### config.mk
export PLATFORM = sky130hd
export DESIGN_NAME = sret_frame_tx
export DESIGN_NICKNAME = d
export VERILOG_FILES = /design/src/rtl/sret_pkg.sv /design/src/rtl/sret_slot_decode.sv /design/src/rtl/sret_status_hold.sv /design/src/rtl/sret_frame_tx.sv
export SDC_FILE = /design/constraint.sdc
export NUM_CORES = 1
export LEC_CHECK = 0
export ABC_AREA = 1
export BUFFER_PORTS_ARGS = -buffer_cell sky130_fd_sc_hd__buf_2
export CAP_MARGIN = 20
export CORE_MARGIN = 3
export CORE_UTILIZATION = 49
export DETAILED_ROUTE_END_ITERATION = 16
export GPL_TIMING_DRIVEN = 0
export PLACE_DENSITY = 0.7
export SYNTH_ARGS = -nofsm -noshare
export SYNTH_HDL_FRONTEND = slang
export SYNTH_SLANG_ARGS = --single-unit
### constraint.sdc
create_clock -name clk -period 2.1 [get_ports clk]
set_input_delay 0.315 -clock clk [delete_from_list [all_inputs] [get_ports clk]]
set_output_delay 0.315 -clock clk [all_outputs]
set_load 0.02 [all_outputs]
### src/rtl/sret_pkg.sv
`timescale 1ns/1ps
package sret_pkg;
  typedef enum logic {
    GEO_SHORT = 1'b0,
    GEO_LONG  = 1'b1
  } frame_geo_e;
endpackage

### src/rtl/sret_slot_decode.sv
`timescale 1ns/1ps
module sret_slot_decode #(
  parameter int unsigned NUM_CH    = 8,
  parameter int unsigned LONG_LEN  = 21,
  parameter int unsigned SHORT_LEN = 13,
  parameter int unsigned POS_W     = 8
) (
  input  logic              clk,
  input  logic              rst_n,
  input  sret_pkg::frame_geo_e geo,
  input  logic [POS_W-1:0]  pos,
  output logic [NUM_CH-1:0] slot_hot,
  output logic              slot_first,
  output logic              in_sync
);
  logic [31:0]       pos_w;
  logic [NUM_CH-1:0] first_hot;

  assign pos_w = 32'(pos);

  for (genvar g = 0; g < NUM_CH; g++) begin : g_slot
    localparam int unsigned LSTART = g * LONG_LEN;
    localparam int unsigned SSTART = g * SHORT_LEN;
    logic in_long, in_short;
    assign in_long  = (pos_w >= LSTART) && (pos_w < LSTART + LONG_LEN);
    assign in_short = (pos_w >= SSTART) && (pos_w < SSTART + SHORT_LEN);
    assign slot_hot[g]  = (geo == sret_pkg::GEO_LONG) ? in_long : in_short;
    assign first_hot[g] = (geo == sret_pkg::GEO_LONG) ? (pos_w == LSTART)
                                                      : (pos_w == SSTART);
  end

  assign slot_first = |first_hot;
  assign in_sync    = ~|slot_hot;

  // slots never overlap, so at most one slot claims a position
  p_one_slot_r3: assert property (@(posedge clk) disable iff (!rst_n)
    $onehot0(slot_hot));
  // a slot start is always inside the slot it starts
  p_first_in_slot_r5: assert property (@(posedge clk) disable iff (!rst_n)
    slot_first |-> (|slot_hot));
endmodule

### src/rtl/sret_status_hold.sv
`timescale 1ns/1ps
module sret_status_hold #(
  parameter int unsigned NUM_CH = 8
) (
  input  logic              clk,
  input  logic              rst_n,
  input  logic              capture,
  input  logic              drop,
  input  logic [NUM_CH-1:0] slot_hot,
  input  logic [NUM_CH-1:0] status,
  output logic              held_bit,
  output logic              held_ok
);
  always_ff @(posedge clk) begin
    if (!rst_n) begin
      held_bit <= 1'b0;
      held_ok  <= 1'b0;
    end else if (capture) begin
      held_bit <= |(slot_hot & status);
      held_ok  <= 1'b1;
    end else if (drop) begin
      held_ok  <= 1'b0;
    end
  end

  // the held status only moves at a slot's first bit
  p_hold_stable_r7: assert property (@(posedge clk) disable iff (!rst_n)
    !capture |=> $stable(held_bit));
  // a lost lock invalidates the held value until the next capture
  p_drop_clears_r8: assert property (@(posedge clk) disable iff (!rst_n)
    (drop && !capture) |=> !held_ok);
endmodule

### src/rtl/sret_frame_tx.sv
`timescale 1ns/1ps
module sret_frame_tx #(
  parameter int unsigned NUM_CH    = 8,
  parameter int unsigned LONG_LEN  = 21,
  parameter int unsigned SHORT_LEN = 13,
  parameter int unsigned SYNC_LEN  = 24,
  localparam int unsigned FRAME_MAX = NUM_CH * LONG_LEN + SYNC_LEN,
  localparam int unsigned POS_W     = $clog2(FRAME_MAX)
) (
  input  logic              clk,
  input  logic              rst_n,
  input  logic              bit_en,
  input  logic              frame_lock,
  input  logic              long_mode,
  input  logic [POS_W-1:0]  bit_pos,
  input  logic [NUM_CH-1:0] chan_status,
  output logic              ret_bit,
  output logic              ret_valid
);
  import sret_pkg::*;

  frame_geo_e        geo;
  logic [NUM_CH-1:0] slot_hot;
  logic              slot_first, in_sync;
  logic              held_bit, held_ok;
  logic              capture, drop, nxt_bit;

  assign geo = frame_geo_e'(long_mode);

  sret_slot_decode #(
    .NUM_CH(NUM_CH), .LONG_LEN(LONG_LEN), .SHORT_LEN(SHORT_LEN), .POS_W(POS_W)
  ) u_dec (
    .clk(clk), .rst_n(rst_n), .geo(geo), .pos(bit_pos),
    .slot_hot(slot_hot), .slot_first(slot_first), .in_sync(in_sync)
  );

  assign capture = bit_en && frame_lock && slot_first;
  assign drop    = bit_en && !frame_lock;

  sret_status_hold #(.NUM_CH(NUM_CH)) u_hold (
    .clk(clk), .rst_n(rst_n), .capture(capture), .drop(drop),
    .slot_hot(slot_hot), .status(chan_status),
    .held_bit(held_bit), .held_ok(held_ok)
  );

  assign nxt_bit = frame_lock && !in_sync && !slot_first && held_ok && held_bit;

  always_ff @(posedge clk) begin
    if (!rst_n) begin
      ret_bit   <= 1'b0;
      ret_valid <= 1'b0;
    end else begin
      ret_valid <= bit_en;
      ret_bit   <= bit_en && nxt_bit;
    end
  end

  p_valid_follows_r2: assert property (@(posedge clk) disable iff (!rst_n)
    bit_en |=> ret_valid);
  p_idle_quiet_r2: assert property (@(posedge clk) disable iff (!rst_n)
    !bit_en |=> (!ret_valid && !ret_bit));
  p_slot_start_low_r5: assert property (@(posedge clk) disable iff (!rst_n)
    (bit_en && slot_first) |=> !ret_bit);
  p_sync_low_r6: assert property (@(posedge clk) disable iff (!rst_n)
    (bit_en && in_sync) |=> !ret_bit);
  p_unlocked_low_r8: assert property (@(posedge clk) disable iff (!rst_n)
    (bit_en && !frame_lock) |=> !ret_bit);
endmodule

Yosys cells after proc, flatten, opt, wreduce, memory -nomap -nowiden
Index checks and enable logic that the tools add are counted.

Register bits: 4. Input port bits: 21. Output and inout port bits: 2. Word-level logic and storage cells: 98.

Order comparisons: 31. Equal/unequal tests: 14. Muxes and demuxes: 17. Bitwise logic cells: 1. Reductions and logical operators: 31.

Operator list (count): $lt A8 B7 Y1 const B (7); $eq A8 B7 Y1 const B (6); $ge A8 B7 Y1 const B (6); $eq A8 B6 Y1 const B (4); $ge A8 B6 Y1 const B (4); $logic_not A32 Y1 (1); $lt A8 B6 Y1 const B (4); $logic_and A1 B1 Y1 (24); $reduce_or A8 Y1 (3); $mux W1 (17); $eq A8 B5 Y1 const B (2); $ge A8 B5 Y1 const B (2); $lt A8 B5 Y1 const B (2); $lt A8 B8 Y1 const B (2); $and A8 B8 Y8 (1); $eq A8 B4 Y1 const B (1); $eq A8 B8 Y1 const B (1); $ge A8 B1 Y1 const B (1); $ge A8 B4 Y1 const B (1); $ge A8 B8 Y1 const B (1); $lt A8 B4 Y1 const B (1); $logic_not A1 Y1 (2); $reduce_bool A2 Y1 (1).

Longest topological paths before layout
Gate-level depths: netlist (run 1).

Depth after elaboration: 9. Gate-level depth with buffers: 14. Gate-level depth less buffers: 14.

Hierarchy
A second synthesis (run 1) with hierarchy kept.

Cells, all modules: 205. Area, all modules: 993.5 µm².

By module, submodules not included: sret_slot_decode (times used 1, cells an instance 165, area an instance 759.5 µm², seq. area each 0.0 µm²); sret_status_hold (times used 1, cells an instance 26, area an instance 137.6 µm², seq. area each 40.0 µm²); sret_frame_tx (times used 1, cells an instance 14, area an instance 96.3 µm², seq. area each 40.0 µm²).

Worst setup path after synthesis (run 1)
OpenSTA, ideal clock, no wires.

Path type: input to register. From: input bit_pos[3]. To: register u_hold.held_bit. Library setup time: 0.111 ns. Arrival: 1.264 ns. Data required time: 1.989 ns. Setup slack: 0.725 ns. Stages on the path: 13. Buffers on the path: 1. Cell sequence: buf_4 > inv_1 > nand2_1 > nor2_1 > nand3_1 > nand2_1 > nor2_1 > nand2_1 > nor2_1 > nor2_1 > nand2_1 > nor2_1 > nor2_1.

Cells in the longest elaborated chain, start to end: 5. Elaborated cells on any way between the ends: 81. Those cells by class: order compare: 31; eq/ne: 14; mux: 15; bitwise: 1; reduce/logical: 20.

Ends and longest elaborated chain: start: declaration (line sret_frame_tx.sv:15) `input logic [POS_W-1:0] bit_pos,`; $ge A8 B1 Y1, or another cell as far along (line sret_slot_decode.sv:25, sret_slot_decode.sv:26); $logic_and A1 B1 Y1 (on tied branches) (line sret_slot_decode.sv:26, sret_slot_decode.sv:25); $mux W1 (line sret_slot_decode.sv:27) `assign slot_hot[g] = (geo == sret_pkg::GEO_LONG) ? in_long : in_short;`; $and A8 B8 Y8 (line sret_status_hold.sv:19) `held_bit <= |(slot_hot & status);`; $reduce_or A8 Y1 (line sret_status_hold.sv:19); end signal: assignment (line sret_status_hold.sv:19); end: declaration (line sret_status_hold.sv:11) `output logic held_bit,`.

Parallel ways exist; a longest one is shown, timed or not. A chain may end at the register's enable or synchronous reset.

Worst setup path in the final report (run 1)
From: input bit_pos[7]. To: register u_hold.held_bit.

Same word-level chain as after synthesis.

==> results_dict.tcl, run 1 <==
set metrics [dict create \
    num-nets-final 267 \
    ys_seq_area_share_pct 7.901 \
    p_sw_uw 152.9 \
    crit_family "simple AND/OR/NAND/NOR gates" \
    drt-vias-per-instance 5.349 \
    layout_min_cycle_time_ns 1.529 \
    yosys_warnings 0 \
    synth.most_common_cell "nand2_1" \
    synth_seq_cells 4 \
    ctsHoldBuffers 0 \
    yosysUniqueCellTypes 20 \
    yosys-top-cells-count "nand2_1, nor2_1, nand3_1" \
    rsz0062_at_grt "false" \
    clock-root-buffer "clkbuf_4" \
    ir_drop_uv 253.5 \
    first_iter_violations 90 \
    synthFlopType "dfxtp_1" \
    areaGrowthSynthToFinish_pct 14.69 \
    io_buffers 19 \
    cp_data_arrival_time_ns 1.65 \
    cts_sinks 4 \
    syn_nets 243 \
    max_freq_mhz 654.0 \
    core_mm2 0.001839 \
    antenna_left 0 \
    path_buf_inv 2 \
    synth_edf_count 0 \
    drt_wl_total_um 3254 \
    max_stage_delay_ns 0.19 \
    initial_core_util_pct 55.10 \
    async_flop_share_pct 0 \
    drive_gt1_share_pct 15.57 \
    worstSetupPathType "in -> reg" \
    drv_slew 0 \
    netlist_instances 222 \
    row_count 15 \
    status "finished clean" \
    wire_per_inst_um 12.10 \
    startpoint "bit_pos[7]" \
    leakagePower_uw 0.0006606 \
    pwr-share-seq_pct 22.0 \
    fin_skew_ns 0.002467 \
    slowest_stage "nor2_2" \
    place_inst 266 \
    grtUsageTotal_pct 27.21 \
    path_clk_slew_ns 0.04 \
    crit_path_start_kind "input port" \
    grt_use_met3_pct 4.956 \
    grt_pass1_vias 1341 \
    finalSetupTns_ns 0 \
    cts.repair.resized 0 \
    yosys-top-cells-area "nand2_1, nor2_1, nand3_1, dfxtp_1, inv_1" \
    gp_congestion 0.9689 \
    hpwl_um 2663 \
    crit_required_ns 2.22 \
    fp.dieH_um 51.48 \
    diodes 0 \
    gr-max-usage-layer "met2" \
    cellPowerDensity_mw_per_mm2 305.8 \
    htree_levels 1 \
    dr.pass1.iters 6 \
    cpMostUsedCell "nor2_1" \
    slew_headroom_pct 75.33 \
    p_int_uw 202.5 \
    grt_max_degree 11 \
    setup_viol 0 \
    yosysTopAreaCell "nand2_1" \
    power_frac_comb_pct 51.7 \
    overflow 0 \
    reg2reg_from "u_hold.held_ok" \
    dieArea_mm2 0.002650 \
    grt_pass1_wl_um 5589 \
    routed-via-count 1439 \
    fillCellCount 213 \
    path_cells "buf_2, inv_2, nand2_2, nor2_2, nand3_1, nand2_1, nor2_1, nand2_1, nor2_1, nor2_1, nand2_1, nor2_1, nor2_1" \
    drc_errors 0 \
    clk_latency_ns 0.23 \
    holdCritStartpoint "bit_en" \
    synth_top_cell_area_share_pct 28.89 \
    ios 23 \
    cts_setup_buffers 0 \
    swShare_pct 43.03 \
    grt_util_met1_pct 35.83 \
    power.share.clock_pct 26.3 \
    placed_area_mm2 0.001140 \
    cts_made_buffers 3 \
    hold_viol 0 \
    cts_tree "done" \
    critPathMaxFanout 9 \
    antenna_found_initial 0 \
    syn_area_mm2 0.001013 \
    final_cells 269 \
    gr-usage-met2_pct 45.76 \
    avgSynthCellArea_um2 4.565 \
    final_area_mm2 0.001162 \
    min_path_type "in -> reg" \
    post-route-period-util_pct 72.81 \
    multi_input_area_um2 810.8 \
    end_kind "register" \
    die_w_um 51.48 \
    max-cap-violations 0 \
    cts_buffer_depth 2 \
    worst_pin_slew_ns 0.3672 \
    ff_latch_area_um2 80.08 \
]
-- cell type report --
class / count / area share [%]
multi-input cells: 192 / 69.75
clock buffers: 3 / 1.938
inverters: 20 / 6.459
flip-flops and latches: 4 / 6.889
plain buffers: 6 / 4.090
repair buffers: 19 / 8.181
well taps: 25 / 2.691
-- metal layers --
metal	part of all wire (%)	vias up
met5	0	-
met4	0.18	0
met3	11	2
met2	47	77
met1	41	617
li1	-	743
-- power by group through the flow --
stage               clock [µW]  combinational (µW)  sequential [µW]
floorplan                    0                 122             80.6
global placement             0                 173             79.3
detailed placement           0                 178             79.5
CTS                       95.5                 179             78.3
global route               106                 206             78.3
finish                    93.4                 184             78.2
-- placed cells by master, fill, tap and decap left out, types with 3 or more instances in the layout --
cell type	Yosys	routed
a21oi_1	4	4
buf_2	2	21
clkbuf_4	0	3
dfxtp_1	4	4
inv_1	16	16
inv_2	4	4
nand2_1	78	78
nand2_2	4	4
nand3_1	29	29
nand4_1	3	3
nor2_1	61	61
o21ai_0	3	3
-- worst reg2reg max path: stages (launching register included) --
cell and delay, ns:
dfxtp_1 0.32, nand3_1 0.07, nor2_1 0.08, nand2_1 0.06, nor2_1 0.09
-- flip-flops by register name (all words and copies together) (netlist names) --
signal	count
ret_bit	1
ret_valid	1
u_hold.held_bit	1
u_hold.held_ok	1
-- metrics by stage --
| stage | power, µW | worst slack [ns] | hold WS, ns | utilization, % |
|---|---|---|---|---|
| floorplan | 203.0 | 0.7249 | 0.4271 | - |
| global placement | 252.3 | 0.3660 | 0.4712 | 61.97 |
| detailed placement | 257.4 | 0.3630 | 0.4998 | 61.97 |
| CTS | 352.7 | 0.6041 | 0.3434 | 63.20 |
| global route | 390.4 | 0.4140 | 0.3558 | 63.20 |
| finish | 355.5 | 0.5710 | 0.3437 | 63.20 |
-- path summary, 6_finish.rpt --
path / to / slack (ns) / cells after the start
setup / recovery: u_hold.held_bit / 0.57 / 13
hold / removal: ret_valid / 0.34 / 3
setup reg to reg: ret_bit / 1.42 / 4
hold reg to reg: u_hold.held_ok / 0.49 / 2
-- kinds of logic (layout without fill, tap and decap cells) --
group                  count (synthesis)  count (layout)  share of synthesized area (%)
and+or+nand+nor                      178             178                          71.73
buffers and inverters                 26              48                          12.10
AOI/OAI and AO/OA                     14              14                          8.272
DFF                                    4               4                          7.902
Note: power is estimated with default switching activity, not from simulation.
==> run 2: changes to the inputs <==
==> constraint.sdc (replaced) <==
create_clock -name clk -period 1.5 [get_ports clk]
set_input_delay 0.225 -clock clk [delete_from_list [all_inputs] [get_ports clk]]
set_output_delay 0.225 -clock clk [all_outputs]
set_load 0.02 [all_outputs]
==> results_dict.tcl, run 2 (same netlist as run 1, synthesis figures left out) <==
set metrics [dict create \
    status "finished clean" \
    holdCritStartpoint "bit_en" \
    die_w_um 51.48 \
    grt_use_met3_pct 4.956 \
    path_clk_slew_ns 0.04 \
    cts_made_buffers 3 \
    core_mm2 0.001839 \
    drt_wl_total_um 3324 \
    slew_headroom_pct 82.44 \
    max_stage_delay_ns 0.16 \
    drt-vias-per-instance 5.394 \
    antenna_found_initial 0 \
    power_frac_comb_pct 52.1 \
    critPathMaxFanout 9 \
    row_count 15 \
    crit_family "simple AND/OR/NAND/NOR gates" \
    crit_path_start_kind "input port" \
    ir_drop_uv 358.6 \
    post-route-period-util_pct 91.42 \
    drv_slew 0 \
    final_cell_mix "nand2_1, nor2_1, nand3_1" \
    num-nets-final 267 \
    hold_viol 0 \
    dr.pass1.iters 4 \
    grt_pass1_vias 1341 \
    drive_gt1_share_pct 18.03 \
    min_path_type "in -> reg" \
    crit_required_ns 1.63 \
    initial_core_util_pct 55.10 \
    worst_pin_slew_ns 0.2624 \
    ctsHoldBuffers 0 \
    path_buf_inv 2 \
    final_area_mm2 0.001190 \
    fp.dieH_um 51.48 \
    dieArea_mm2 0.002650 \
    leakagePower_uw 0.0006666 \
    power.share.clock_pct 26.3 \
    fin_skew_ns 0.002382 \
    grt_util_met1_pct 35.83 \
    pwr-share-seq_pct 21.6 \
    diodes 0 \
    htree_levels 1 \
    layout_min_cycle_time_ns 1.371 \
    setup_viol 0 \
    cts_sinks 4 \
    path_cells "buf_2, inv_2, nand2_4, nor2_1, nand3_1, nand2_1, nor2_1, nand2_1, nor2_1, nor2_1, nand2_1, nor2_1, nor2_1" \
    areaGrowthSynthToFinish_pct 17.41 \
    swShare_pct 43.60 \
    clk_latency_ns 0.24 \
    gr-usage-met2_pct 45.76 \
    grt_pass1_wl_um 5589 \
    ios 23 \
    slowest_stage "inv_2" \
    wire_per_inst_um 12.36 \
    hpwl_um 2663 \
    gr-max-usage-layer "met2" \
    power_uw 507.0 \
    cellPowerDensity_mw_per_mm2 426.1 \
    final_common_cell "nand2_1" \
    p_int_uw 286.0 \
    end_kind "register" \
    cts_buffer_depth 2 \
    grt_max_degree 11 \
    max_freq_mhz 729.2 \
    cpMostUsedCell "nor2_1" \
    gp_congestion 0.9689 \
    routed-via-count 1451 \
    placed_area_mm2 0.001140 \
    startpoint "bit_pos[7]" \
    reg2reg_from "u_hold.held_ok" \
    clock-root-buffer "clkbuf_4" \
    cp_data_arrival_time_ns 1.50 \
    first_iter_violations 82 \
    p_sw_uw 221.0 \
    io_buffers 19 \
    drc_errors 0 \
    grtUsageTotal_pct 27.21 \
    overflow 0 \
    antenna_left 0 \
    worstSetupPathType "in -> reg" \
    max-cap-violations 0 \
    cts_tree "done" \
]
-- run 2: area by class of cell --
type	instances	area, µm²
Tap cell	25	31.28
Timing Repair Buffer	19	95.09
Inverter	20	75.07
Sequential cell	4	80.08
Clock buffer	3	22.52
Buffer	6	47.55
Fill cell	208	649.4
Multi-Input combinational cell	192	838.3
-- run 2: worst min-delay path: stages --
cell and delay [ns]:
buf_2 0.10, nand2_1 0.07, inv_1 0.06
-- run 2: path summary, 6_finish.rpt --
| path | to | depth (start not counted) | slack, ns |
|---|---|---|---|
| max | u_hold.held_bit | 13 | 0.13 |
| min | ret_valid | 3 | 0.25 |
| max reg2reg | ret_bit | 4 | 0.81 |
| min reg2reg | u_hold.held_ok | 2 | 0.49 |
-- run 2: per-stage QoR --
| stage | util (%) | instances | worst slack [ns] | hold slack (ns) | TNS [ns] |
|---|---|---|---|---|---|
| 2_1_floorplan | - | 222 | 0.2149 | 0.3371 | 0 |
| 3_3_place_gp | 61.97 | 266 | -0.1440 | 0.4524 | -0.2165 |
| 3_5_place_dp | 61.97 | 266 | -0.1470 | 0.4930 | -0.2953 |
| 4_1_cts | 63.20 | 269 | 0.09415 | 0.2534 | 0 |
| 5_1_grt | 64.69 | 269 | -0.01446 | 0.2658 | -0.01446 |
| 6_report | 64.69 | 269 | 0.1287 | 0.2498 | 0 |
-- run 2: power by group through the flow --
stage	clock, µW	sequential, µW	combinational [µW]
floorplan	0	113	171
global placement	0	111	242
detailed placement	0	111	249
CTS	134	110	251
global route	149	110	297
finish	133	110	264
-- run 2: layer usage --
layer  vias to the layer above  wire length, µm
met5                         -                0
met4                         0               47
met3                        11              316
met2                        71             1572
met1                       627             1388
li1                        742                -
-- run 2: timing repair --
action,in CTS,in global routing
endpoints found under the hold margin,0,0
gates resized for setup,0,9
buffers inserted,0,0
setup endpoints to repair,0,2
==> run 3: changes to the inputs <==
--- a/config.mk
+++ b/config.mk
@@ -9,10 +9,10 @@
 export BUFFER_PORTS_ARGS = -buffer_cell sky130_fd_sc_hd__buf_2
 export CAP_MARGIN = 20
 export CORE_MARGIN = 3
-export CORE_UTILIZATION = 49
+export CORE_UTILIZATION = 54
 export DETAILED_ROUTE_END_ITERATION = 16
 export GPL_TIMING_DRIVEN = 0
-export PLACE_DENSITY = 0.7
+export PLACE_DENSITY = 0.77
 export SYNTH_ARGS = -nofsm -noshare
 export SYNTH_HDL_FRONTEND = slang
 export SYNTH_SLANG_ARGS = --single-unit
==> results_dict.tcl, run 3 (same netlist as run 1, synthesis figures left out) <==
set metrics [dict create \
    status "finished clean" \
    p_int_uw 286.6 \
    diodes 0 \
    cts_sinks 4 \
    p_sw_uw 218.9 \
    final_cell_mix "nand2_1, nor2_1, nand3_1" \
    first_iter_violations 60 \
    cellPowerDensity_mw_per_mm2 423.5 \
    fin_skew_ns 0.007112 \
    worst_pin_slew_ns 0.2737 \
    drive_gt1_share_pct 18.44 \
    power_frac_comb_pct 51.1 \
    slew_headroom_pct 81.69 \
    gp_congestion 0.9860 \
    max_freq_mhz 748.7 \
    core_mm2 0.001745 \
    path_clk_slew_ns 0.04 \
    hold_viol 0 \
    clock-root-buffer "clkbuf_4" \
    wire_per_inst_um 11.14 \
    areaGrowthSynthToFinish_pct 17.78 \
    place_inst 266 \
    ir_drop_uv 197.6 \
    grtUsageTotal_pct 26.37 \
    crit_path_start_kind "input port" \
    postLayoutCoreUtil_pct 68.39 \
    routed-via-count 1401 \
    swShare_pct 43.30 \
    row_count 15 \
    power.share.clock_pct 27.3 \
    final_common_cell "nand2_1" \
    grt_pass1_wl_um 5071 \
    ios 23 \
    antenna_left 0 \
    cp_data_arrival_time_ns 1.46 \
    layout_min_cycle_time_ns 1.336 \
    drt-vias-per-instance 5.208 \
    htree_levels 1 \
    initial_core_util_pct 58.06 \
    leakagePower_uw 0.0006666 \
    worstSetupPathType "in -> reg" \
    drc_errors 0 \
    grt_max_degree 11 \
    dieArea_mm2 0.002432 \
    drv_slew 0 \
    crit_required_ns 1.63 \
    clk_latency_ns 0.24 \
    ctsHoldBuffers 0 \
    grt_pass1_vias 1179 \
    cts_tree "done" \
    fp.dieH_um 49.32 \
    rrSetupSlack_ns 0.78 \
    critPathMaxFanout 10 \
    io_buffers 19 \
    dr.pass1.iters 4 \
    overflow 0 \
    hpwl_um 2437 \
    die_w_um 49.32 \
    antenna_found_initial 0 \
    min_path_type "in -> reg" \
    cts_buffer_depth 2 \
    num-nets-final 267 \
    pwr-share-seq_pct 21.6 \
    final_cells 269 \
    max-cap-violations 0 \
    setup_viol 0 \
    drt_wl_total_um 2998 \
    post-route-period-util_pct 89.05 \
    rsz0062_at_grt "false" \
    cts_made_buffers 3 \
    end_kind "register" \
]
-- run 3: repair_timing --
item	in CTS	in global routing
resized for setup	0	11
setup buffers	0	0
endpoints found under the setup margin	0	1
-- run 3: area by class of cell --
cell class | instances | area, µm²
well taps | 25 | 31.28
inverters | 20 | 77.57
flip-flops and latches | 4 | 80.08
multi-input cells | 192 | 839.6
clock buffers | 3 | 22.52
plain buffers | 6 | 47.55
repair buffers | 19 | 95.09
fillers | 181 | 551.8
-- run 3: critical path, cell delays in order --
cell and delay (ns):
buf_2 0.11, buf_6 0.13, inv_2 0.08, nand2_1 0.10, nor2_2 0.17, nand2_1 0.10, nand4_1 0.14, a21boi_1 0.08
nor2_1 0.13, nand2_1 0.07, nor2_2 0.09, nor2_1 0.04
-- run 3: stage by stage --
stage	power (µW)	setup WS, ns	TNS [ns]	instance area, µm²	hold slack, ns
floorplan	284.2	0.2149	0	1013	0.3371
global placement	353.7	-0.1174	-0.1615	1140	0.4577
detailed placement	354.3	-0.1251	-0.1589	1140	0.4693
CTS	494.1	0.1146	0	1162	0.2213
global route	553.0	0.006178	0	1194	0.2509
finish	505.5	0.1643	0	1194	0.2217
-- run 3: layer usage --
layer  global-route usage, %  share of wire (%)  wire length, µm
met1                   36.63                 46             1389
met2                   41.07                 45             1348
met3                   4.893                7.9              237
met4                   7.109               0.77               23
met5                       0                  0                0
-- run 3: power groups by stage --
stage	clock network, µW	logic (µW)	registers (µW)
finish	138	258	109
global route	152	292	109
CTS	141	244	109
detailed placement	0	243	111
global placement	0	243	111
floorplan	0	171	113
-- run 3: final timing paths --
kind | from | endpoint | depth (start not counted)
max | bit_pos[5] | u_hold.held_bit | 12
min | bit_en | ret_valid | 3
max reg2reg | u_hold.held_ok | ret_bit | 4
min reg2reg | u_hold.held_ok | u_hold.held_ok | 2
